`src/rtl/pt_walker.sv`:
```
module pt_walker (
  input  logic        clk,
  input  logic        rst_n,
  input  logic        req_valid,
  input  logic [31:0] req_vaddr,
  input  logic        req_write,
  input  logic [31:0] dir_base,
  output logic        busy,
  output logic        resp_valid,
  output logic [31:0] resp_paddr,
  output logic [1:0]  resp_fault,
  output logic        mem_rd,
  output logic        mem_wr,
  output logic [31:0] mem_addr,
  output logic [31:0] mem_wdata,
  input  logic [31:0] mem_rdata
);
  localparam int BIT_P = 0;
  localparam int BIT_W = 1;
  localparam int BIT_A = 5;
  localparam int BIT_D = 6;

  typedef enum logic [2:0] {S_IDLE, S_DREQ, S_DWAIT, S_TREQ, S_TWAIT, S_WB, S_RESP} st_t;
  st_t st;

  logic [31:0] va, base_q, leaf, paddr;
  logic [19:0] dfrm;
  logic        wr;
  logic [1:0]  fault;
  logic [31:0] upd;

  assign upd = mem_rdata | (32'd1 << BIT_A) | (wr ? (32'd1 << BIT_D) : 32'd0);

  always_ff @(posedge clk) begin
    if (!rst_n) begin
      st <= S_IDLE; va <= '0; base_q <= '0; leaf <= '0; paddr <= '0;
      dfrm <= '0; wr <= 1'b0; fault <= '0;
    end else begin
      case (st)
        S_IDLE: if (req_valid) begin
          va <= req_vaddr; wr <= req_write; base_q <= dir_base;
          fault <= '0; paddr <= '0; st <= S_DREQ;
        end
        S_DREQ: st <= S_DWAIT;
        S_DWAIT: if (!mem_rdata[BIT_P]) begin
          fault <= 2'd1; st <= S_RESP;
        end else begin
          dfrm <= mem_rdata[31:12]; st <= S_TREQ;
        end
        S_TREQ: st <= S_TWAIT;
        S_TWAIT: if (!mem_rdata[BIT_P]) begin
          fault <= 2'd2; st <= S_RESP;
        end else if (wr && !mem_rdata[BIT_W]) begin
          fault <= 2'd3; st <= S_RESP;
        end else begin
          paddr <= {mem_rdata[31:12], va[11:0]};
          leaf  <= upd;
          st    <= (upd != mem_rdata) ? S_WB : S_RESP;
        end
        S_WB:   st <= S_RESP;
        S_RESP: st <= S_IDLE;
        default: st <= S_IDLE;
      endcase
    end
  end

  assign busy       = (st != S_IDLE);
  assign resp_valid = (st == S_RESP);
  assign resp_paddr = paddr;
  assign resp_fault = fault;
  assign mem_rd     = (st == S_DREQ) || (st == S_TREQ);
  assign mem_wr     = (st == S_WB);
  assign mem_wdata  = leaf;
  assign mem_addr   = (st == S_DREQ) ? base_q + {20'd0, va[31:22], 2'b00}
                                     : {dfrm, va[21:12], 2'b00};

  p_resp_busy_r8: assert property (@(posedge clk) disable iff (!rst_n)
    resp_valid |-> busy);
  p_accept_r8: assert property (@(posedge clk) disable iff (!rst_n)
    (!busy && req_valid) |=> busy);
  p_pulse_r9: assert property (@(posedge clk) disable iff (!rst_n)
    resp_valid |=> !resp_valid);
  p_fault_addr_r3: assert property (@(posedge clk) disable iff (!rst_n)
    (resp_valid && resp_fault != 2'd0) |-> resp_paddr == 32'd0);
  p_wb_addr_r7: assert property (@(posedge clk) disable iff (!rst_n)
    mem_wr |-> (mem_addr == $past(mem_addr, 2) && $past(mem_rd, 2)));
  p_wb_acc_r7: assert property (@(posedge clk) disable iff (!rst_n)
    mem_wr |-> mem_wdata[BIT_A]);
  p_strobe_r10: assert property (@(posedge clk)
    !rst_n |=> (!mem_rd && !mem_wr && !resp_valid));
endmodule

```
`config.mk`:
```
export PLATFORM = sky130hd
export DESIGN_NAME = pt_walker
export DESIGN_NICKNAME = d
export VERILOG_FILES = /design/src/rtl/pt_walker.sv
export SDC_FILE = /design/constraint.sdc
export NUM_CORES = 1
export LEC_CHECK = 0
export BUFFER_PORTS_ARGS = -buffer_cell sky130_fd_sc_hd__buf_4
export CAP_MARGIN = 10
export CORE_ASPECT_RATIO = 1.5
export CORE_MARGIN = 3
export CORE_UTILIZATION = 30
export CTS_CLUSTER_SIZE = 28
export DETAILED_ROUTE_END_ITERATION = 7
export HOLD_SLACK_MARGIN = 0.06
export SETUP_SLACK_MARGIN = 0.3
export SKIP_CTS_REPAIR_TIMING = 1
export SLEW_MARGIN = 40
export SYNTH_ARGS = -nofsm -noshare
export SYNTH_HDL_FRONTEND = slang
export SYNTH_SLANG_ARGS = --single-unit
```
`constraint.sdc`:
```
create_clock -name clk -period 3.47 [get_ports clk]
set_input_delay 0.347 -clock clk [delete_from_list [all_inputs] [get_ports clk]]
set_output_delay 0.347 -clock clk [all_outputs]
set_load 0.05 [all_outputs]
```
## Yosys cells after proc, flatten, opt, wreduce, memory -nomap -nowiden

Cells that the tools add are included.

- Register bits: 154
- Output and inout bits: 102
- Word-level logic and storage cells: 52

- Add/subtract/negate cells: 1
- Equality and inequality tests: 12
- Mux-type cells: 17
- Bitwise gates (word level): 2
- Reductions and logical operators: 12

Operators by type and width:

| cell | number |
|---|---|
| 2-to-1 mux 32 bit | 4 |
| one-hot mux 32 bit (2 select lines) | 1 |
| adder 32 x 12 -> 32 bit | 1 |
| inequality test 32 bit | 1 |
| bitwise OR 32 x 7 -> 32 bit | 1 |
| one-hot mux 3 bit (6 select lines) | 1 |
| 2-to-1 mux 2 bit | 7 |
| == test 3 bit, second input constant | 3 |
| inequality test 2 bit, second input constant | 4 |
| AND reduction 4 bit | 2 |
| 2-to-1 mux 7 bit | 1 |
| == test 3 x 2 -> 1 bit, second input constant | 2 |
| 2-to-1 mux 3 bit | 2 |
| one-hot mux 2 bit (3 select lines) | 1 |
| nonzero test 3 bit | 2 |
| AND reduction 2 bit | 2 |
| == test 3 x 1 -> 1 bit, second input constant | 1 |
| logical NOT 3 bit | 1 |
| inequality test 3 bit, second input constant | 1 |
| AND reduction 3 bit | 1 |
| nonzero test 2 bit | 1 |
| logical AND 1 bit | 1 |
| logical NOT 1 bit | 1 |
| logical OR 1 bit | 1 |
| NOT 1 bit | 1 |

## Depth between registers and ports, before layout

Gate-level depths: netlist (run 1).

- Depth after elaboration: 7
- Depth in mapped cells: 8

## Worst setup path before layout (run 1)

Ideal clock, no wire load.

- Path kind: reg2out
- Start: register va[22]
- End: output port mem_addr[20]
- Arrival: 2.917 ns
- Required time: 3.123 ns
- Setup slack: 0.206 ns
- Stages on the path, launching flop included: 9
- Buffers on the path: 0
- Path through: dfxtp_1 -> ha_1 -> fa_1 -> a21o_1 -> a221oi_2 -> o211ai_4 -> nand4_1 -> xor2_1 -> o21ai_0

- Longest elaborated chain between the ends: 2

Ends and longest elaborated chain:

| element | RTL line | RTL |
|---|---|---|
| start, declared | 26 | `logic [31:0] va, base_q, leaf, paddr;` |
| start signal, assigned | 41 | `va <= req_vaddr; wr <= req_write; base_q <= dir_base;` |
| adder 32 x 12 -> 32 bit | 74 | `assign mem_addr = (st == S_DREQ) ? base_q + {20'd0, va[31:22], 2'b00}` |
| 2-to-1 mux 32 bit | 74 |  |
| end, declared | 14 | `output logic [31:0] mem_addr,` |

No other way between the ends.

## Final worst setup path (run 1)

- Start: register base_q[2]
- End: output port mem_addr[30]

- Longest elaborated chain between the ends: 2

Ends and longest elaborated chain:

| element | RTL line |
|---|---|
| start, declared | 26 |
| start signal, assigned | 41 |
| adder 32 x 12 -> 32 bit | 74 |
| 2-to-1 mux 32 bit | 74 |

No other way between the ends.

==> out/results.ini, run 1 <==
[outcome]
status = finished, final reports clean

[yosys]
synth_warnings = 0
synth_area_leader_cell = dfxtp_1
syn_area_sq_um = 6890
async_flop_share_pct = 0
synth_cells = 849
syn_avg_cell_area_sq_um = 8.12
synth_edf_count = 0
synth_flop_cell = dfxtp_1
ys_seq_area_share_pct = 44.7
yosys.area.top_type_share_pct = 44.7
ys_types = 45
synth_seq_cells = 154
syn-num-nets = 960
ys_top_cells_by_area = dfxtp_1, nand2_1, a21boi_0

[final_layout]
nets = 1136
seqCellArea_sq_um = 3090
fill_cells = 2321
design_area_sq_um = 9330
final_layout_size_suffix_gt1_share_pct = 26.1
multi_input_area_sq_um = 3630
layoutNonFillerInstCount = 1312
area_delta_synth_final_pct = 35.4

[global_route]
met3_usage_pct = 4.79
grt-busiest-layer = met2
gr-usage-met1_pct = 18.7
track_usage_pct = 17.7
grt_max_degree = 155
overflow = 0
antenna_found_initial = 1
grt_pass1_wl_mm = 33.8
use_met2_pct = 31.9
grt_pass1_vias = 6181

[pwr]
pwr-share-comb_pct = 28.8
clkPwrFrac_pct = 33.8
p_sw_mw = 1.98
p_seq_share_pct = 37.4
p_int_mw = 3.65
finalPower_mw = 5.63
power_leakage_nw = 3.69
ir_drop_mv = 0.309
p_per_area_nw_per_um2 = 603
switching_share_pct = 35.2

[routing]
ant_nets = 0
routed_wirelength_mm = 22.5
drc = 0
vias = 6321
avgRoutedWirePerCell_microns = 17.1
viasPerCell = 4.82
drtIter0Drc = 325
firstDrtPassIters = 4

[floorplanning]
die_area_sq_um = 24900
start_util_pct = 30.7
die_y_microns = 192
ios = 202
core_sq_um = 22500
die_width_microns = 130
num_rows = 67

[sta]
max_freq_mhz = 319
rsz0062_at_grt = true
min_period_ns = 3.14
worst_pin_slew_ns = 0.772
slew_headroom_pct = 48.5
fin_crit_sh_pct = 90.5
final_max_slew_viol_count = 0
fin_ws_ns = 0.331
skew_ns = 0.00457
hold_violations = 0
setup_viol = 0
finalSetupTns_ns = 0

[cts]
clk_latency_ns = 0.42
cts_tree = yes
cts.sinks = 154
htree_levels = 4
clk_path_buf_depth = 2
numCtsBuffers = 17
clk_pin_slew_worst_paths_ns = 0.06
cts_root_buf = clkbuf_16

[critical_path]
r2r_slack_ns = 1.34
worstPathArrival_ns = 2.79
ff2ff_path_depth = 6
cp-start-kind = flip-flop
endpoint_kind = output pin
path_class = flip-flop to output pin
rr_endpoint = resp_paddr[31]
rr_startpoint = st[1]
worstPathMaxFanout = 5
cp.required_ns = 3.12

[place]
place_area_sq_um = 8620
post-place-cells = 1279
port_buffers = 201
globalplace.congestion = 0.810
pre_cts_ws_ns = 0.672
hpwl_mm = 15.7

[worst_hold_path]
hold_path_class = input pin to flip-flop
holdPathEnd = mem_wdata[6]
worstHoldStart = mem_rdata[6]
min_path_cells = 3

[flow_run]
drv_cap = 0

-- layer usage --
| metal | part of all wire, % | vias up |
|---|---|---|
| met2 | 52 | 177 |
| met3 | 5.5 | 44 |
| met4 | 4.5 | 0 |
| met5 | 0 | - |
| met1 | 38 | 2923 |
| li1 | - | 3177 |
-- worst max-delay path, cell delays in order, from the launching register on --
cell      delay [ns]
dfxtp_2         0.33
ha_4            0.16
fa_2            0.36
a21o_1          0.20
a221oi_4        0.33
buf_12          0.17
o211ai_4        0.14
nand4_1         0.20
xor2_1          0.19
o21ai_2         0.10
buf_6           0.18
-- worst max path at each step --
stage | slack, ns | endpoint | cells past startpoint | start
2_1_floorplan | 0.45 | mem_addr[8] | 6 | va[22]
3_5_place_dp | 0.67 | mem_addr[30] | 9 | va[22]
5_1_grt | 0.19 | mem_addr[30] | 10 | base_q[2]
6_report | 0.33 | mem_addr[30] | 10 | base_q[2]
4_1_cts | 0.21 | mem_addr[30] | 9 | va[22]
3_3_place_gp | 0.68 | mem_addr[30] | 9 | va[22]
-- cell usage after synthesis, types with 2 or more instances --
library cell,number
nand2_1,308
dfxtp_1,154
a21boi_0,126
clkbuf_1,37
a21boi_1,21
o21ai_0,20
buf_2,17
nand3_1,17
a21oi_1,16
xor2_1,15
o21ai_1,14
xnor2_1,12
ha_1,10
nor2_1,10
nand4_1,9
and2_1,6
and3_1,6
a21o_1,5
inv_1,5
a211oi_2,4
nor3_1,4
mux2i_1,3
o21a_1,3
a21oi_2,2
and4_4,2
buf_4,2
nor2b_1,2
nor3b_1,2
-- flip-flops by register name, summed over array words and instances (netlist names) --
register,count
resp_fault,2
resp_paddr,32
base_q,32
dfrm,20
st,3
wr,1
va,32
mem_wdata,32
-- per-stage QoR --
step / util [%] / hold slack, ns
4_1_cts: 41.1 / 0.142
5_1_grt: 41.5 / 0.163
2_1_floorplan: - / 0.439
3_3_place_gp: 38.4 / 0.440
3_5_place_dp: 38.4 / 0.449
6_report: 41.5 / 0.164
-- cells in the final DEF (no fill, tap or decap), types with 3 or more instances in the layout --
cell / instances
o21ai_1: 18
nand2_1: 306
buf_6: 6
xor2_1: 15
buf_12: 3
o21ai_0: 15
a21boi_0: 126
and3_1: 6
xnor2_1: 12
a21boi_1: 21
nand4_1: 9
mux2i_1: 3
a21oi_1: 16
o21a_1: 3
ha_1: 9
a211oi_2: 4
nor2_1: 8
clkbuf_16: 17
a21o_1: 4
buf_4: 203
and2_1: 5
bufinv_16: 3
inv_1: 5
nand3_1: 17
nor3_1: 4
dfxtp_1: 152
clkbuf_8: 4
-- power groups by stage --
stage	logic (mW)	registers, mW	clock network [mW]
finish	1.62	2.11	1.91
global route	1.78	2.13	2.04
CTS	1.63	2.10	1.97
detailed placement	1.62	2.14	0
global placement	1.61	2.14	0
floorplan	1.00	2.18	0
-- area by class of cell --
type / count / share of cell area [%]
Tap cell: 276 / 3.70
Sequential cell: 154 / 33.1
Inverter: 6 / 0.241
Clock inverter: 7 / 1.25
Antenna cell: 1 / 0.0268
Timing Repair Buffer: 212 / 17.7
Multi-Input combinational cell: 634 / 38.8
Clock buffer: 22 / 5.19
-- logic make-up (layout without fill, tap and decap cells) --
family	count (synthesis)	in the layout	synth area share, %
compound gates	219	220	22.9
xor+xnor	27	27	3.43
fa+ha+maj	11	11	2.11
buf+inv	62	247	3.79
flops	154	154	44.7
mux	3	3	0.436
other cells	0	1	0
simple gates	373	373	22.6
No activity file was read; power rests on OpenSTA's default activity.
==> run 2, diff against run 1 <==
GPL_ROUTABILITY_DRIVEN = 0   (was unset)
GPL_TIMING_DRIVEN = 0   (was unset)
PLACE_DENSITY = 0.6   (was unset)
==> out/results.ini, run 2 (synthesized netlist as in run 1, its figures left out) <==
[outcome]
status = finished, final reports clean

[cts]
htree_levels = 4
clk_latency_ns = 0.44
cts_tree = yes
clk_pin_slew_worst_paths_ns = 0.07
cts_root_buf = clkbuf_16
numCtsBuffers = 17
cts.sinks = 154
clk_path_buf_depth = 2

[pwr]
p_per_area_nw_per_um2 = 616
ir_drop_mv = 0.357
power_leakage_nw = 3.76

[critical_path]
cp-start-kind = flip-flop
worstPathArrival_ns = 2.74
endpoint_kind = output pin
worstPathMaxFanout = 5
cp.required_ns = 3.12
path_class = flip-flop to output pin

[floorplanning]
num_rows = 67
die_width_microns = 130
core_sq_um = 22500
die_area_sq_um = 24900
ios = 202
start_util_pct = 30.7
die_y_microns = 192

[routing]
drc = 0
vias = 6481
routed_wirelength_mm = 23.4
ant_nets = 0
avgRoutedWirePerCell_microns = 17.2
drtIter0Drc = 274
viasPerCell = 4.76
firstDrtPassIters = 4

[worst_hold_path]
hold_path_class = input pin to flip-flop

[sta]
rsz0062_at_grt = false
max_freq_mhz = 324
fin_crit_sh_pct = 88.9
finalSetupTns_ns = 0
min_period_ns = 3.08
skew_ns = 0.0107
final_max_slew_viol_count = 0
slew_headroom_pct = 52.6
hold_violations = 0
setup_viol = 0
worst_pin_slew_ns = 0.709

[place]
port_buffers = 200
hpwl_mm = 18.0
place_area_sq_um = 8750

[global_route]
grt_pass1_vias = 6420
grt_max_degree = 17
gr-usage-met1_pct = 19.9
grt-busiest-layer = met2
antenna_found_initial = 0
track_usage_pct = 18.4
grt_pass1_wl_mm = 34.6
use_met2_pct = 34.0
met3_usage_pct = 4.28
overflow = 0

[flow_run]
drv_cap = 0

[final_layout]
area_delta_synth_final_pct = 37.3
diodes = 0
fin_util_pct = 42.1
mostFrequentLayoutCell = nand2_1
final_cell_mix = nand2_1, buf_4, dfxtp_1
final_layout_size_suffix_gt1_share_pct = 25.3
nets = 1183
design_area_sq_um = 9460

-- run 2: path summary, 6_finish.rpt --
check | start | end | slack, ns | depth (start not counted)
worst min-delay path | mem_rdata[11] | mem_wdata[11] | 0.15 | 3
worst max-delay path | base_q[2] | mem_addr[14] | 0.39 | 10
worst min register to register | resp_fault[0] | resp_fault[0] | 0.45 | 2
worst max register to register | wr | mem_wdata[23] | 1.27 | 6
-- run 2: layout make-up --
type | count | area, sq um
tap | 276 | 345
clock buffer | 17 | 425
buffer | 56 | 239
fill | 2284 | 13000
clock inverter | 15 | 213
timing repair buffer | 203 | 1540
inverter | 6 | 22.5
multi-input combinational | 634 | 3590
sequential | 154 | 3080
-- run 2: per-stage QoR --
| step | std cells | setup WS (ns) | total power, mW | hold slack (ns) |
|---|---|---|---|---|
| floorplan | 849 | 0.446 | 3.19 | 0.439 |
| CTS | 1358 | 0.135 | 5.87 | 0.131 |
| global placement | 1325 | 0.617 | 3.80 | 0.441 |
| finish | 1361 | 0.386 | 5.83 | 0.151 |
| detailed placement | 1326 | 0.609 | 3.82 | 0.446 |
| global route | 1361 | 0.301 | 6.11 | 0.153 |
-- run 2: routing by layer --
layer | vias up | wire [microns]
li1 | 3281 | -
met1 | 2992 | 9090
met2 | 165 | 12400
met3 | 43 | 1160
met4 | 0 | 691
met5 | - | 0
-- run 2: critical path: stages (launching register included) --
cell      delay (ns)
dfxtp_1         0.34
ha_2            0.19
fa_2            0.35
a21o_1          0.20
a221oi_4        0.26
buf_6           0.17
o211ai_4        0.12
nand4_1         0.16
xor2_1          0.20
o21ai_1         0.11
buf_6           0.19
-- run 2: power by group --
part	leakage [nW]	total [mW]	internal, mW	switching, mW
Clock	0.307	2.04	1.22	0.822
Combinational	2.20	1.71	0.528	1.19
Sequential	1.25	2.07	1.94	0.128
